$ cat config.mk
export PLATFORM = sky130hd
export DESIGN_NAME = pwrup_cfg_xchg
export DESIGN_NICKNAME = d
export VERILOG_FILES = /design/src/rtl/pwrup_cfg_pkg.sv /design/src/rtl/pwrup_cfg_seq.sv /design/src/rtl/pwrup_cfg_rx.sv /design/src/rtl/pwrup_cfg_tx.sv /design/src/rtl/pwrup_cfg_xchg.sv
export SDC_FILE = /design/constraint.sdc
export NUM_CORES = 1
export LEC_CHECK = 0
export BUFFER_PORTS_ARGS = -buffer_cell sky130_fd_sc_hd__clkbuf_2
export CAP_MARGIN = 20
export CORE_ASPECT_RATIO = 1.2
export CORE_MARGIN = 4
export CORE_UTILIZATION = 35
export DETAILED_ROUTE_END_ITERATION = 12
export PLACE_DENSITY = 0.67
export SETUP_SLACK_MARGIN = 0.1
export SLEW_MARGIN = 20
export SYNTH_ARGS = -nofsm -noshare
export SYNTH_HDL_FRONTEND = slang
export SYNTH_SLANG_ARGS = --single-unit
export TNS_END_PERCENT = 50
$ cat constraint.sdc
create_clock -name lclk -period 2.8 [get_ports lclk]
set_clock_uncertainty 0.15 [all_clocks]
set_input_delay 0.28 -clock lclk [delete_from_list [all_inputs] [get_ports lclk]]
set_output_delay 0.28 -clock lclk [all_outputs]
set_load 0.02 [all_outputs]
$ cat src/rtl/pwrup_cfg_pkg.sv
`timescale 1ns/1ps
// Package: shared field widths, derived cycle positions and the
// configuration record for the power-on configuration exchanger.
// Assumes every serial field arrives MSB first, in the record's declared order.
package pwrup_cfg_pkg;

    localparam int ZCTL_W   = 4;   // through-control field width
    localparam int TCOE_N   = 6;   // number of test-chip output enables
    localparam int CLKSEL_W = 5;   // clock-select field width
    localparam int XSW_W    = 2;   // X header switches per kind
    localparam int YSW_W    = 2;   // Y header switches per kind
    localparam int ID_W     = 4;   // board and logic identification width

    localparam int SW_N       = 2 * XSW_W + 2 * YSW_W + 2;
    localparam int RX_N       = ZCTL_W + 1 + CLKSEL_W + SW_N;
    localparam int RX_FIRST   = 1;
    localparam int RX_LAST    = RX_N;
    localparam int COMMIT_CYC = RX_LAST + 1;
    localparam int PARK_CYC   = RX_LAST + 2;
    localparam int TX_PG_CYC  = 2 * ID_W + 1;
    localparam int CNT_W      = $clog2(PARK_CYC + 1);

    // Packed record: the first declared member is the first received bit.
    typedef struct packed {
        logic [ZCTL_W-1:0]   zctl;
        logic                tc_en;
        logic [CLKSEL_W-1:0] clksel;
        logic [XSW_W-1:0]    x_thru_n;
        logic [XSW_W-1:0]    x_fold_n;
        logic [YSW_W-1:0]    y_thru_n;
        logic [YSW_W-1:0]    y_fold_n;
        logic                z_thru_n;
        logic                z_fold_n;
    } cfg_t;

    // Safe state: nothing enabled, switches open.
    localparam cfg_t CFG_DEFAULT = '{
        zctl:     '0,
        tc_en:    1'b0,
        clksel:   '0,
        x_thru_n: '1,
        x_fold_n: '1,
        y_thru_n: '1,
        y_fold_n: '1,
        z_thru_n: 1'b1,
        z_fold_n: 1'b1
    };

endpackage

$ cat src/rtl/pwrup_cfg_seq.sv
`timescale 1ns/1ps
// Module: cycle sequencer. Counts link clock edges from power-on reset
// release, stops at the park count, and decodes the capture and commit
// windows. Assumes por_n is synchronous to lclk; mode_i high freezes the count.
module pwrup_cfg_seq
    import pwrup_cfg_pkg::*;
(
    input  logic             lclk,
    input  logic             por_n,
    input  logic             mode_i,
    output logic [CNT_W-1:0] cnt_o,
    output logic             sample_o,
    output logic             commit_o,
    output logic             parked_o
);

    localparam logic [CNT_W-1:0] FIRST_C  = CNT_W'(RX_FIRST);
    localparam logic [CNT_W-1:0] LAST_C   = CNT_W'(RX_LAST);
    localparam logic [CNT_W-1:0] COMMIT_C = CNT_W'(COMMIT_CYC);
    localparam logic [CNT_W-1:0] PARK_C   = CNT_W'(PARK_CYC);

    logic [CNT_W-1:0] cnt_q;
    logic             run;

    // Advance the cycle count while running and not yet parked.
    always_ff @(posedge lclk) begin
        if (!por_n) begin
            cnt_q <= '0;
        end else if (!mode_i && (cnt_q != PARK_C)) begin
            cnt_q <= cnt_q + 1'b1;
        end
    end

    // Decode the capture window, the commit edge and the park state.
    always_comb begin
        run      = por_n && !mode_i;
        sample_o = run && (cnt_q >= FIRST_C) && (cnt_q <= LAST_C);
        commit_o = run && (cnt_q == COMMIT_C);
        parked_o = (cnt_q == PARK_C);
    end

    assign cnt_o = cnt_q;

endmodule

$ cat src/rtl/pwrup_cfg_rx.sv
`timescale 1ns/1ps
// Module: receive path. Shifts serial input bits into a staging register
// during the capture window and copies the whole staging register into the
// configuration record on the commit edge. Assumes bits arrive MSB first in
// record order; the record is reset to the safe default by por_n.
module pwrup_cfg_rx
    import pwrup_cfg_pkg::*;
(
    input  logic lclk,
    input  logic por_n,
    input  logic sample_i,
    input  logic commit_i,
    input  logic sdi,
    output cfg_t cfg_o
);

    logic [RX_N-1:0] stage_q;
    cfg_t            cfg_q;

    // Shift one captured bit into the staging register per capture cycle.
    always_ff @(posedge lclk) begin
        if (!por_n) begin
            stage_q <= '0;
        end else if (sample_i) begin
            stage_q <= {stage_q[RX_N-2:0], sdi};
        end
    end

    // Publish the complete staging register in one step.
    always_ff @(posedge lclk) begin
        if (!por_n) begin
            cfg_q <= CFG_DEFAULT;
        end else if (commit_i) begin
            cfg_q <= cfg_t'(stage_q);
        end
    end

    assign cfg_o = cfg_q;

endmodule

$ cat src/rtl/pwrup_cfg_tx.sv
`timescale 1ns/1ps
// Module: transmit path. Selects the status bit for the current cycle:
// board strap MSB first, then logic identification MSB first, then power-good.
// Assumes the count is held at zero in reset; unassigned cycles give low.
module pwrup_cfg_tx
    import pwrup_cfg_pkg::*;
(
    input  logic [CNT_W-1:0] cnt_i,
    input  logic             mode_i,
    input  logic [ID_W-1:0]  board_id_i,
    input  logic [ID_W-1:0]  logic_id_i,
    input  logic             pgood_i,
    output logic             sdo
);

    localparam logic [CNT_W-1:0] PG_C = CNT_W'(TX_PG_CYC);

    logic sdo_d;

    // Pick the status bit that belongs to the current cycle.
    always_comb begin
        sdo_d = 1'b0;
        for (int i = 0; i < ID_W; i++) begin
            if (cnt_i == CNT_W'(ID_W - i)) begin
                sdo_d = board_id_i[i];
            end
            if (cnt_i == CNT_W'(2 * ID_W - i)) begin
                sdo_d = logic_id_i[i];
            end
        end
        if (cnt_i == PG_C) begin
            sdo_d = pgood_i;
        end
        if (mode_i) begin
            sdo_d = 1'b0;
        end
    end

    assign sdo = sdo_d;

endmodule

$ cat src/rtl/pwrup_cfg_xchg.sv
`timescale 1ns/1ps
// Module: top of the power-on configuration exchanger. Joins the sequencer,
// the receive path and the transmit path, fans the test-chip enable out to
// every output enable and flags hand-over once parked with system reset released.
// Assumes all inputs are synchronous to lclk or static straps.
module pwrup_cfg_xchg
    import pwrup_cfg_pkg::*;
(
    input  logic                lclk,
    input  logic                por_n,
    input  logic                sys_rst_n,
    input  logic                mode_i,
    input  logic                sdi,
    input  logic [ID_W-1:0]     board_id_i,
    input  logic [ID_W-1:0]     logic_id_i,
    input  logic                pgood_i,
    output logic                sdo,
    output logic [ZCTL_W-1:0]   zctl_o,
    output logic [TCOE_N-1:0]   tc_oe_o,
    output logic [CLKSEL_W-1:0] clksel_o,
    output logic [XSW_W-1:0]    x_thru_n_o,
    output logic [XSW_W-1:0]    x_fold_n_o,
    output logic [YSW_W-1:0]    y_thru_n_o,
    output logic [YSW_W-1:0]    y_fold_n_o,
    output logic                z_thru_n_o,
    output logic                z_fold_n_o,
    output logic                handoff_o
);

    logic [CNT_W-1:0] seq_cnt;
    logic             seq_sample;
    logic             seq_commit;
    logic             seq_parked;
    cfg_t             cfg_q;

    pwrup_cfg_seq u_seq (
        .lclk     (lclk),
        .por_n    (por_n),
        .mode_i   (mode_i),
        .cnt_o    (seq_cnt),
        .sample_o (seq_sample),
        .commit_o (seq_commit),
        .parked_o (seq_parked)
    );

    pwrup_cfg_rx u_rx (
        .lclk     (lclk),
        .por_n    (por_n),
        .sample_i (seq_sample),
        .commit_i (seq_commit),
        .sdi      (sdi),
        .cfg_o    (cfg_q)
    );

    pwrup_cfg_tx u_tx (
        .cnt_i      (seq_cnt),
        .mode_i     (mode_i),
        .board_id_i (board_id_i),
        .logic_id_i (logic_id_i),
        .pgood_i    (pgood_i),
        .sdo        (sdo)
    );

    // Drive every test-chip output enable from the single captured bit.
    for (genvar g = 0; g < TCOE_N; g++) begin : g_tc_oe
        assign tc_oe_o[g] = cfg_q.tc_en;
    end

    assign zctl_o     = cfg_q.zctl;
    assign clksel_o   = cfg_q.clksel;
    assign x_thru_n_o = cfg_q.x_thru_n;
    assign x_fold_n_o = cfg_q.x_fold_n;
    assign y_thru_n_o = cfg_q.y_thru_n;
    assign y_fold_n_o = cfg_q.y_fold_n;
    assign z_thru_n_o = cfg_q.z_thru_n;
    assign z_fold_n_o = cfg_q.z_fold_n;

    assign handoff_o = seq_parked && sys_rst_n;

endmodule

==> summary.txt <==
Setup path
  – Worst Path Arrival: 1800 ps
  – Critical path, cell by cell: inv_1 > ha_1 > nor4bb_1 > or3_1 > a31oi_1 > clkbuf_2
  – CP max stage delay: 410 ps
  – CP bufs+invs: 2
  – Crit path max fanout: 6
  – CP max stage cell: dfxtp_1
  – Crit path kind: reg -> out
  – Crit. End Element: output pin
  – CP startpoint kind: flop
  – CP delay by family, top: simple AND/OR/NAND/NOR gates
  – WP data required: between 2000 and 2500 ps

Finish
  – # diodes: 0
  – Layout overhead on the synthesized area: 14.89%
  – Layout cell share with drive strength beyond 1: approximately a fifth
  – Net count reported at finish: 265
  – Core Util, Final: 41.36%

Logic synthesis
  – Synthesized area per cell: 8.869 µm²
  – Synth area leader: dfxtp_1
  – Mapped cell area: 1907 µm²
  – Number of synthesized register bits: 45
  – Ranking of synthesized cells by area: dfxtp_1, mux2i_1, nand2_1
  – Share of the synthesized area in the top cell type: 47.24%
  – Synthesized instance count: roughly 220
  – Post-synthesis cell type count: 35
  – Net count after synthesis: 233
  – Synthesis Warnings: 0
  – Sequential cell area fraction in the yosys report: 47.24%

Die
  – I/O pin count: 41
  – Total die area: 6698 µm²
  – Initial core utilization: 35.99%
  – Num rows: 29
  – Die Wd: about 75 µm
  – Core area: 5298 µm²
  – Die Ht: 88.86 µm

Global routing
  – Initial antenna violation count: 0
  – Pin count of the biggest net entering global routing: 47
  – Vias in the first global route: 1340
  – GRT Overall Usage: 11.24%
  – First-pass GRT wire length: 5.782 mm
  – Total gr overflow: 0

Detailed routing
  – Detail Route Antenna Nets: 0
  – WL/cell: ~11 µm
  – Total routed wirelength: approximately 3.3 mm
  – DR vias: 1454
  – Pre-Repair DR Iteration Count: 4
  – DRC: 0
  – Vias per inst: 4.690
  – DRT iter0 DRCs: 47

Placed design
  – DPL Wire Length: 2.326 mm
  – Gpl congestion: approximately 0.8
  – Buffers on Ports: 40
  – Setup WS pre-CTS: slightly below 900 ps

Clocking
  – H-tree Lvls: 2
  – CTS sink cnt: 45
  – Max clock buf depth: 2
  – Clock transition at the registers of the reported paths: about 70 ps
  – Post-CTS Setup Bufs: 0
  – CTS tree: built
  – Cts repair resizes: 0
  – Total CTS buffers: 5
  – Clock Latency Late Sink: 290 ps
  – Clock root buffer: clkbuf_8
  – Hold_buf cts: 0

STA
  – Min cycle time layout: 2234 ps
  – Period utilization: roughly four fifths
  – Slew Limit Fails: 0
  – Post-route setup slack: ~570 ps
  – Fmax: 0.4475 GHz
  – RSZ-0062 raised after global routing: false
  – Slew headroom: 71.30%
  – Worst-Margin Slew: 430.5 ps
  – Hold Vio Cnt, Final: 0
  – Setup TNS: 0 ps
  – Setup violators final: 0

Power
  – Sw frac: 22.77%
  – Net load switching power: roughly 0.26 mW
  – Combinational share of power: about 6.5%
  – Clock network power share: ~36%
  – Tot Pwr: 1.135 mW
  – P_int: 0.8769 mW
  – Maximum VDD drop: 0.0002434 V
  – Lkg Pwr: 1.157 nW
  – Flop pwr share: 57.2%
  – PD cells: 518.3 nW/µm²

Flow run
  – Max-cap viol count: 0

Min path
  – Hold Crit Class: in -> reg

Run status
  – Status: completed
## cell families after synthesis
| group | share of synthesized area, % |
|---|---|
| xor gates and xnor gates | 1.378 |
| DFF | 47.24 |
| buffers and inverters | 8.660 |
| AOI/OAI and AO/OA | 6.956 |
| adders and majority gates | 2.625 |
| and+or+nand+nor | 22.64 |
| muxes | 10.50 |
## registers in the layout (all words and copies together) (netlist names)
name,cells
u_rx.cfg_o,20
u_rx.stage_q,20
u_seq.cnt_o,5
## stage by stage
stage               instances  cell area, µm²  hold WS [ps]
floorplan                 215            1907         262.3
global placement          302            2095         276.4
detailed placement        302            2095         279.6
CTS                       310            2191         63.13
global route              310            2191         80.32
finish                    310            2191         73.87
## cell usage in the layout, fill, tap and decap left out, types with 2 or more instances in the layout
cell | netlist | layout
clkbuf_8 | 0 | 6
o21ai_0 | 6 | 6
nand4b_1 | 3 | 3
nor2_1 | 12 | 12
a21oi_1 | 2 | 2
a31oi_1 | 11 | 11
xnor2_1 | 2 | 2
buf_4 | 6 | 3
nand2_1 | 45 | 45
inv_1 | 14 | 14
dfxtp_1 | 45 | 45
ha_1 | 4 | 4
nand3_1 | 11 | 11
and4b_1 | 2 | 2
nor2b_1 | 2 | 2
mux2i_1 | 20 | 20
clkbuf_2 | 1 | 40
and2_1 | 3 | 3
## final timing paths
path / start / end / slack (ps) / depth (start not counted)
worst min-delay path: sdi / u_rx.stage_q[0] / 70 / 3
worst max-delay path: u_seq.cnt_o[1] / sdo / 570 / 6
worst max register to register: u_seq.cnt_o[1] / u_rx.stage_q[6] / 970 / 7
worst min register to register: u_rx.stage_q[16] / u_rx.cfg_o[16] / 290 / 2
## power by group through the flow
stage	registers (mW)	clock network, mW	logic (mW)
after detailed placement	0.664	0	0.0763
after global placement	0.664	0	0.0748
after floorplan	0.663	0	0.0584
after CTS	0.649	0.429	0.0762
final	0.649	0.412	0.0744
after global routing	0.650	0.462	0.0847
## Yosys cell counts (all sizes together)
| cell type | count |
|---|---|
| a21boi | 2 |
| a21oi | 2 |
| a31oi | 11 |
| and2 | 4 |
| and3b | 1 |
| and4b | 3 |
| buf | 13 |
| clkbuf | 5 |
| dfxtp | 45 |
| ha | 4 |
| inv | 14 |
| mux2i | 20 |
| nand2 | 45 |
| nand2b | 1 |
| nand3 | 11 |
| nand4 | 1 |
| nand4b | 3 |
| nor2 | 12 |
| nor2b | 2 |
| nor3 | 1 |
| nor3b | 1 |
| nor4 | 1 |
| nor4bb | 1 |
| o21ai | 6 |
| o311ai | 1 |
| or3 | 1 |
| or4 | 1 |
| xnor2 | 2 |
| xor2 | 1 |
## layout make-up
cell class | instances | area (µm²)
clock buffers | 6 | 82.58
clock inverters | 2 | 13.76
fillers | 544 | 3107
inverters | 14 | 52.55
multi-input cells | 138 | 840.8
flip-flops and latches | 45 | 900.9
well taps | 62 | 77.57
repair buffers | 43 | 222.7
## layer usage
layer | GRT usage [%] | vias up | part of all wire [%]
li1 | - | 779 | -
met4 | 4.293 | 0 | 1.8
met5 | 0 | - | 0
met2 | 18.54 | 29 | 47
met1 | 13.10 | 641 | 45
met3 | 4.205 | 5 | 6.0
## worst min-delay path, stage by stage
cell	delay, ps
clkbuf_2	80
inv_1	40
mux2i_1	60
Note: power is estimated with default switching activity, not from simulation.
